`src/rtl/xw_pkg.sv`:
```
package xw_pkg;
  typedef enum logic [2:0] {
    S_IDLE  = 3'd0,
    S_LV1   = 3'd1,
    S_LV2   = 3'd2,
    S_LV3   = 3'd3,
    S_FILL  = 3'd4,
    S_FAULT = 3'd5
  } walk_st_e;

  localparam logic [1:0] ACC_LOAD  = 2'd0;
  localparam logic [1:0] ACC_STORE = 2'd1;
  localparam logic [1:0] ACC_FETCH = 2'd2;
endpackage

```
`src/rtl/xw_idx_sel.sv`:
```
module xw_idx_sel #(
  parameter int IDX_W  = 10,
  parameter int OFF_W  = 13,
  parameter int LEVELS = 3,
  parameter int LVL_W  = 2,
  localparam int VA_W  = LEVELS * IDX_W + OFF_W
) (
  input  logic [VA_W-1:0]  va,
  input  logic [LVL_W-1:0] lvl,
  output logic [IDX_W-1:0] idx
);
  logic [IDX_W-1:0] fld [LEVELS];

  // tier 0 takes the most significant index field
  for (genvar g = 0; g < LEVELS; g++) begin : g_fld
    assign fld[g] = va[OFF_W + (LEVELS - 1 - g) * IDX_W +: IDX_W];
  end

  always_comb begin
    idx = fld[0];
    for (int i = 1; i < LEVELS; i++) begin
      if (lvl == LVL_W'(i)) idx = fld[i];
    end
  end
endmodule

```
`src/rtl/xw_tbl_addr.sv`:
```
module xw_tbl_addr #(
  parameter int PA_W    = 48,
  parameter int OFF_W   = 13,
  parameter int IDX_W   = 10,
  parameter int ENT_LG  = 3,
  localparam int FRAME_W = PA_W - OFF_W
) (
  input  logic [FRAME_W-1:0] frame,
  input  logic [IDX_W-1:0]   idx,
  output logic [PA_W-1:0]    addr
);
  logic [PA_W-1:0] tbl_base;
  logic [PA_W-1:0] ent_off;

  assign tbl_base = {frame, {OFF_W{1'b0}}};
  assign ent_off  = PA_W'(idx) << ENT_LG;
  assign addr     = tbl_base + ent_off;
endmodule

```
`src/rtl/xw_ent_dec.sv`:
```
module xw_ent_dec #(
  parameter int ENTRY_W = 64,
  parameter int FRAME_W = 35
) (
  input  logic [ENTRY_W-1:0] ent,
  output logic               ok,
  output logic [FRAME_W-1:0] frame
);
  assign ok    = ent[0];
  assign frame = ent[ENTRY_W-1 -: FRAME_W];
endmodule

```
`src/rtl/xlat_walker.sv`:
```
module xlat_walker #(
  parameter int IDX_W    = 10,
  parameter int OFF_W    = 13,
  parameter int PA_W     = 48,
  parameter int ENTRY_W  = 64,
  localparam int LEVELS  = 3,
  localparam int LVL_W   = 2,
  localparam int VA_W    = LEVELS * IDX_W + OFF_W,
  localparam int FRAME_W = PA_W - OFF_W
) (
  input  logic               clk,
  input  logic               rst,
  input  logic               root_we,
  input  logic [FRAME_W-1:0] root_frame,
  input  logic               miss_valid,
  output logic               miss_ready,
  input  logic [VA_W-1:0]    miss_va,
  input  logic [1:0]         miss_acc,
  output logic               mem_req_valid,
  input  logic               mem_req_ready,
  output logic [PA_W-1:0]    mem_req_addr,
  input  logic               mem_resp_valid,
  input  logic [ENTRY_W-1:0] mem_resp_data,
  output logic               fill_valid,
  output logic [VA_W-1:0]    fill_va,
  output logic [ENTRY_W-1:0] fill_entry,
  output logic               fault_valid,
  output logic [VA_W-1:0]    fault_va,
  output logic [1:0]         fault_acc,
  output logic [1:0]         fault_level
);
  import xw_pkg::*;

  walk_st_e           st_q;
  logic [FRAME_W-1:0] root_q;
  logic [VA_W-1:0]    va_q;
  logic [1:0]         acc_q;
  logic               req_v_q;
  logic [PA_W-1:0]    req_a_q;
  logic [ENTRY_W-1:0] leaf_q;
  logic [1:0]         flvl_q;

  logic [VA_W-1:0]    sel_va;
  logic [LVL_W-1:0]   sel_lvl;
  logic [IDX_W-1:0]   sel_idx;
  logic [FRAME_W-1:0] sel_frame;
  logic [PA_W-1:0]    nxt_addr;
  logic               ent_ok;
  logic [FRAME_W-1:0] ent_frame;
  logic               in_read;

  assign in_read = (st_q == S_LV1) || (st_q == S_LV2) || (st_q == S_LV3);

  // one shared index/address path: tier 1 from the root, later tiers from the fetched entry
  always_comb begin
    sel_va    = va_q;
    sel_lvl   = '0;
    sel_frame = ent_frame;
    unique case (st_q)
      S_IDLE: begin sel_va = miss_va; sel_lvl = LVL_W'(0); sel_frame = root_q; end
      S_LV1:  sel_lvl = LVL_W'(1);
      default: sel_lvl = LVL_W'(2);
    endcase
  end

  xw_idx_sel #(.IDX_W(IDX_W), .OFF_W(OFF_W), .LEVELS(LEVELS), .LVL_W(LVL_W)) u_idx (
    .va(sel_va), .lvl(sel_lvl), .idx(sel_idx)
  );

  xw_tbl_addr #(.PA_W(PA_W), .OFF_W(OFF_W), .IDX_W(IDX_W), .ENT_LG(3)) u_addr (
    .frame(sel_frame), .idx(sel_idx), .addr(nxt_addr)
  );

  xw_ent_dec #(.ENTRY_W(ENTRY_W), .FRAME_W(FRAME_W)) u_dec (
    .ent(mem_resp_data), .ok(ent_ok), .frame(ent_frame)
  );

  always_ff @(posedge clk) begin
    if (rst) begin
      st_q    <= S_IDLE;
      root_q  <= '0;
      va_q    <= '0;
      acc_q   <= '0;
      req_v_q <= 1'b0;
      req_a_q <= '0;
      leaf_q  <= '0;
      flvl_q  <= '0;
    end else begin
      if (root_we) root_q <= root_frame;
      unique case (st_q)
        S_IDLE: begin
          if (miss_valid) begin
            va_q    <= miss_va;
            acc_q   <= miss_acc;
            req_v_q <= 1'b1;
            req_a_q <= nxt_addr;
            st_q    <= S_LV1;
          end
        end
        S_LV1, S_LV2, S_LV3: begin
          if (req_v_q) begin
            if (mem_req_ready) req_v_q <= 1'b0;
          end else if (mem_resp_valid) begin
            if (!ent_ok) begin
              flvl_q <= (st_q == S_LV1) ? 2'd1 : (st_q == S_LV2) ? 2'd2 : 2'd3;
              st_q   <= S_FAULT;
            end else if (st_q == S_LV3) begin
              leaf_q <= mem_resp_data;
              st_q   <= S_FILL;
            end else begin
              req_v_q <= 1'b1;
              req_a_q <= nxt_addr;
              st_q    <= (st_q == S_LV1) ? S_LV2 : S_LV3;
            end
          end
        end
        default: st_q <= S_IDLE;
      endcase
    end
  end

  assign miss_ready    = (st_q == S_IDLE);
  assign mem_req_valid = req_v_q;
  assign mem_req_addr  = req_a_q;
  assign fill_valid    = (st_q == S_FILL);
  assign fill_va       = va_q;
  assign fill_entry    = leaf_q;
  assign fault_valid   = (st_q == S_FAULT);
  assign fault_va      = va_q;
  assign fault_acc     = acc_q;
  assign fault_level   = flvl_q;

  // reset returns the walker to idle
  a_r1_reset_idle: assert property (@(posedge clk)
    rst |=> (miss_ready && !mem_req_valid && !fill_valid && !fault_valid));

  // request held with a stable address until taken
  a_r8_req_hold: assert property (@(posedge clk) disable iff (rst)
    (mem_req_valid && !mem_req_ready) |=> (mem_req_valid && $stable(mem_req_addr)));

  // an accepted miss makes the walker busy
  a_r7_busy_after_accept: assert property (@(posedge clk) disable iff (rst)
    (miss_valid && miss_ready) |=> !miss_ready);

  // fill is a single-cycle pulse followed by idle
  a_r6_fill_pulse: assert property (@(posedge clk) disable iff (rst)
    fill_valid |=> (!fill_valid && miss_ready));

  // fault is a single-cycle pulse followed by idle
  a_r5_fault_pulse: assert property (@(posedge clk) disable iff (rst)
    fault_valid |=> (!fault_valid && miss_ready && !mem_req_valid));

  // no read is outstanding while a fault is reported
  a_r4_no_read_on_fault: assert property (@(posedge clk) disable iff (rst)
    fault_valid |-> (!mem_req_valid && !fill_valid));

  // a taken request is not reissued until a response has moved the walk on
  a_r9_single_read: assert property (@(posedge clk) disable iff (rst)
    (mem_req_valid && mem_req_ready) |=> !mem_req_valid);

  // fault reports a tier between 1 and 3
  a_r4_level_range: assert property (@(posedge clk) disable iff (rst)
    fault_valid |-> (fault_level != 2'd0));
endmodule

```
`config.mk`:
```
export PLATFORM = sky130hd
export DESIGN_NAME = xlat_walker
export DESIGN_NICKNAME = d
export VERILOG_FILES = /design/src/rtl/xw_pkg.sv /design/src/rtl/xw_idx_sel.sv /design/src/rtl/xw_tbl_addr.sv /design/src/rtl/xw_ent_dec.sv /design/src/rtl/xlat_walker.sv
export SDC_FILE = /design/constraint.sdc
export NUM_CORES = 1
export LEC_CHECK = 0
export BUFFER_PORTS_ARGS = -buffer_cell sky130_fd_sc_hd__buf_4
export CORE_ASPECT_RATIO = 1.4
export CORE_MARGIN = 5
export CORE_UTILIZATION = 50
export CTS_BUF_LIST = sky130_fd_sc_hd__clkbuf_8
export CTS_CLUSTER_SIZE = 12
export DETAILED_ROUTE_END_ITERATION = 7
export PLACE_DENSITY = 0.83
export SLEW_MARGIN = 20
export SYNTH_ARGS = -nofsm -noshare
export SYNTH_HDL_FRONTEND = slang
export SYNTH_SLANG_ARGS = --single-unit
```
`constraint.sdc`:
```
create_clock -name clk -period 1.8 [get_ports clk]
set_input_delay 0.18 -clock clk [delete_from_list [all_inputs] [get_ports clk]]
set_output_delay 0.18 -clock clk [all_outputs]
set_load 0.01 [all_outputs]
```
[Word-level counts from Yosys, hierarchy flattened]
Cells that the tools add are included.
Storage, ports and cells
  latch bits: 0
  memories kept: 0
  ROM bits: 0
  register bits: 198
  memory bits (writable): 0
Cells by class
  bitwise gates (word level): 2
  divide/modulo/power cells: 0
  multiplexer cells: 27
  $add $sub $neg: 1
  multiply operators: 0
  shifts and indexed selects: 0
  reductions and logical operators: 9
  $lt $le $gt $ge: 0
  equal/unequal tests: 12
Operators by type and width (number)
  $mux W48: 5
  $pmux W48 S2: 1
  $add A48 B13 Y48: 1
  $mux W43: 1
  $mux W35: 1
  $mux W10: 2
  $mux W3: 5
  $ne A2 B2 Y1 const B: 5
  $mux W1: 8
  $eq A3 B2 Y1 const B: 2
  $eq A3 B3 Y1 const B: 2
  $pmux W3 S2: 1
  $reduce_and A6 Y1: 1
  $reduce_and A5 Y1: 1
  $pmux W2 S2: 1
  $reduce_and A2 Y1: 2
  $reduce_and A4 Y1: 1
  $eq A3 B1 Y1 const B: 1
  $logic_not A3 Y1: 1
  $reduce_and A3 Y1: 1
  $reduce_or A3 Y1: 1
  $eq A2 B1 Y1 const B: 1
  $eq A2 B2 Y1 const B: 1
  $mux W2: 1
  other kinds (3): 4

[Longest topological paths before layout]
  depth after elaboration: 11
  gate-level depth with buffers: 6
  depth with buffers taken out: 3

[By module]
A second synthesis with hierarchy kept.
Second synthesis, totals
  cell total of the unflattened synthesis: 1100
  area total of the unflattened synthesis: 9877.0 um^2
Modules (own cells, without submodules)
  xlat_walker: area each 8914.8 um^2, instances 1, cells each 982, sequential area each 3963.8 um^2
  xw_tbl_addr: area each 364.1 um^2, instances 1, cells each 49, sequential area each 0.0 um^2
  xw_idx_sel: area each 327.8 um^2, instances 1, cells each 33, sequential area each 0.0 um^2
  xw_ent_dec: area each 270.3 um^2, instances 1, cells each 36, sequential area each 0.0 um^2

[Least setup slack after synthesis]
OpenSTA, ideal clock, no wires.
  kind: register to register
  from: register st_q[2]
  to: register va_q[28] (netlist: fault_va[28])
  buffers on the path: 3
  cell stages (with the launch flop): 7
  clock period less this slack: 1.537 ns
  slack: 0.263 ns
  required time: 1.665 ns
  arrival: 1.402 ns
  cells stage by stage: dfxtp_1 -> buf_2 -> or4b_1 -> buf_2 -> buf_6 -> nand2_1 -> a21oi_1
Between the ends
  longest elaborated chain between the ends: 2
RTL lines
  start, declared: RTL line xlat_walker.sv:34  | walk_st_e st_q;
  start signal, assigned: RTL line xlat_walker.sv:113  | st_q <= (st_q == S_LV1) ? S_LV2 : S_LV3;
  $logic_not A3 Y1: RTL line xlat_walker.sv:90  | unique case (st_q)
  $reduce_and A2 Y1 (no line)
  end signal, assigned: RTL line xlat_walker.sv:93  | va_q <= miss_va;
  end, declared: RTL line xlat_walker.sv:36  | logic [VA_W-1:0] va_q;
No other way between the ends.
A chain may end at the register's enable or synchronous reset.

[Worst setup path after layout]
  from: register st_q[2]
  to: register leaf_q[54] (netlist: fill_entry[54])
Between the ends
  longest elaborated chain between the ends: 3
  elaborated cells on any way between the ends: 5
  classes of those cells: 3 x eq/ne; 2 x reduce/logical
RTL lines
  $eq A3 B1 Y1 (tied with other cells): RTL line xlat_walker.sv:90
  $reduce_or A3 Y1: RTL line xlat_walker.sv:90
  $reduce_and A5 Y1 (no line) *
  end signal, assigned: RTL line xlat_walker.sv:108  | leaf_q <= mem_resp_data;
  end, declared: RTL line xlat_walker.sv:40  | logic [ENTRY_W-1:0] leaf_q;
Mark *: on every way between the ends. The rest lies on a longest branch, timed or not.

==> summary.txt <==
Route
  • Routed wire length: 32.3 mm
  • Drt drc: 0
  • Vias: 8956
  • DRT antenna net count: 0
  • DR WL/cell: 20.8 microns
  • Initial DRC count: 840
  • Vias/cell: 5.77
  • 1st-pass router iterations: 5

Timing
  • Worst Max-Slew Pin Slew: 0.703 ns
  • Fmax: 567 MHz
  • Final period util: 98.0%
  • RSZ-0062 raised after global routing: false
  • Max-slew violations: 0
  • Fin Setup TNS: 0 ns
  • Endpoints failing setup: 0
  • Relative slew slack: a little over half
  • Final Critical Period: 1.76 ns
  • Clock Skews: 0.0219 ns
  • Final Hold Viols: 0

Synth
  • Synth Cell Area: 0.00836 sq mm
  • Register area share after synthesis: 46.7%
  • Ranking of synthesized cells by area: dfxtp_1, mux2i_1, a21oi_1
  • Most used DFF post-synth: dfxtp_1
  • Number of synthesized flops with an enable pin: 0
  • Seq cells post-synth: approximately 200
  • Yosys top cell area share: a little under half
  • Syn avg cell area: 9.11 sq um
  • Top-count cell post-synth: dfxtp_1
  • Cells after Synth: 918
  • Async SR Flop Fraction: 0%
  • Synth area leader: dfxtp_1
  • Synth Warn #: 0
  • Post-synth cell types: 35
  • Top cells by count, synth: dfxtp_1, a21oi_1, nand2_1

Place
  • I/O Buffers: 352
  • HPWL after detailed placement: just over 20 mm
  • Routability Congestion: 0.844
  • Placed Instance Area: between 0.01 and 0.015 sq mm

Global routing
  • Global Route Usage Sum: about a third
  • Vias in the first global route: 9141
  • Largest net degree at the start of global routing: 65
  • M3 GR Usage: 5.87%
  • First-pass GRT wire length: 48.6 mm
  • GR peak layer: met2
  • Met1 Use GR: 34.0%
  • Met2 Use GR: 56.8%
  • Total global routing overflow: 0
  • Initial antenna violation count: 0

Floorplan
  • Core ar.: 0.0166 sq mm
  • Boundary pin count: ~360
  • Initial core utilization: about half
  • Die H: 163 microns
  • Full die area: 0.0194 sq mm
  • Die Wd: around 120 microns
  • Row cnt: 56

Layout
  • P&R area growth vs syn: 53.1%
  • Layout Nets: 1485
  • Layout cells sized above 1: 34.7%
  • Fill count: around 1000
  • Design area: 0.0128 sq mm

Clocking
  • Cts bufs inserted: 17
  • CTS Sinks: 195
  • Clk root buf: clkbuf_8
  • Postcts setup bufs: 0
  • TritonCTS clock tree: yes
  • Worst-path clk slew: ~0.12 ns
  • H-tree levels: 4
  • CTS max path bufs: 2
  • Clk_lat worst skew: between 0.4 and 0.5 ns

Worst setup path
  • WP data arrival: 2.08 ns
  • Critical path endpoint category: flip-flop
  • CP max-delay cell: or3b_2
  • Critical path cell sequence: or3b_2, buf_4, o21ai_0, a21oi_1
  • Crit Path Max Fanout: 20
  • CP max stage delay: 0.55 ns
  • Critical path type: flip-flop to flip-flop
  • Critical Path RT: 2.11 ns
  • Critical Path Start Type: flip-flop

Hold path
  • Min-delay worst type: input port to flip-flop

Outcome
  • Outcome: finished clean

Run
  • Max-capacitance violation count: 0

Power and ir drop
  • Leak pwr: 5.69 nW
  • Max VDD drop: 0.628 mV
  • Power Density: 776 mW/mm^2
-- where the power goes --
group | switching (mW) | total [mW] | internal, mW
Combinational | 1.16 | 2.38 | 1.22
Sequential | 0.199 | 4.75 | 4.56
Clock | 1.73 | 2.80 | 1.07
-- path summary, 6_finish.rpt --
check | slack [ns] | endpoint | cells after the start | from
min | 0.05 | fill_entry[0] | 2 | rst
max reg2reg | 0.04 | fill_entry[54] | 4 | st_q[2]
min reg2reg | 0.48 | fault_acc[1] | 2 | fault_acc[1]
max | 0.04 | fill_entry[54] | 4 | st_q[2]
-- state kept, by name (all words and copies together), names as in the netlist --
signal         cells
fault_level        2
st_q               3
mem_req_valid      1
fill_entry        64
fault_acc          2
fault_va          43
root_q            35
mem_req_addr      45
-- cell families (layout without fill, tap and decap cells) --
kind of cell	count (synthesis)	count (layout)	share of synthesized area [%]
adder cells (fa/ha/maj)	1	1	0.120
AND/OR/NAND/NOR	257	257	13.6
XOR/XNOR	1	1	0.105
buffers and inverters	135	563	9.38
AO/OA/AOI/OAI	238	238	19.3
flip-flops	195	195	46.7
multiplexers	90	90	10.8
other	1	4	0.0449
-- worst max-delay path: cells and delay by family, from the launching register on --
kind	cells	cell delay, ns
AND/OR/NAND/NOR	1	0.55
AO/OA/AOI/OAI	2	0.44
flip-flops	1	0.39
buffers and inverters	1	0.25
-- placed cells by master (no fill, tap or decap), types with 2 or more instances in the layout --
cell type | netlist | final
a21oi_1 | 112 | 112
nor4_1 | 2 | 2
a221oi_1 | 5 | 5
dfxtp_4 | 0 | 2
a211o_1 | 10 | 10
nand3_1 | 65 | 63
conb_1 | 1 | 3
and3_1 | 3 | 2
o21ai_0 | 65 | 61
inv_6 | 0 | 6
nor2_1 | 74 | 74
buf_6 | 8 | 4
buf_4 | 51 | 369
buf_12 | 0 | 12
clkinv_8 | 0 | 4
dlygate4sd3_1 | 0 | 143
nand2_1 | 91 | 91
inv_1 | 2 | 3
dfxtp_1 | 195 | 192
o31ai_1 | 2 | 2
o21ba_2 | 10 | 10
nand3_2 | 0 | 2
or3_1 | 3 | 3
nand2b_1 | 12 | 12
a211oi_1 | 2 | 2
mux2i_1 | 90 | 90
o21ai_1 | 0 | 4
clkbuf_8 | 0 | 18
a221oi_2 | 30 | 30
-- metrics by stage --
step / util, % / hold slack (ns) / std cells / worst slack [ns] / power [mW]
after detailed placement: 65.7 / 0.423 / 1375 / 0.0959 / 6.87
after global routing: 77.1 / 0.0280 / 1551 / 0.00252 / 10.3
final: 77.1 / 0.0453 / 1552 / 0.0356 / 9.93
after floorplan: - / 0.316 / 920 / 0.263 / 5.95
after CTS: 77.0 / 0.0152 / 1551 / 0.0225 / 9.92
after global placement: 65.7 / 0.415 / 1375 / 0.169 / 6.83
-- routing by layer --
metal	part of all wire, %	vias up
met2	52	579
li1	-	3994
met4	6.0	0
met1	35	4231
met3	7.0	152
met5	0	-
-- what timing repair did --
item	CTS	global route
gates resized for setup	4	8
pin swaps	1	0
endpoints found under the setup margin	3	28
cloned	1	0
hold endpoints to repair	143	0
hold buffers	143	0
-- final cells by class --
cell class                 count  area, sq um  area share, %
inverter                       2         7.51         0.0587
tap                          203          254           1.98
timing repair buffer         529         4520           35.3
clock buffer                  18          248           1.94
clock inverter                14          146           1.14
multi-input combinational    590         3710           29.0
sequential                   195         3910           30.6
antenna                        1         2.50         0.0196
(Power assumes the default switching activity.)
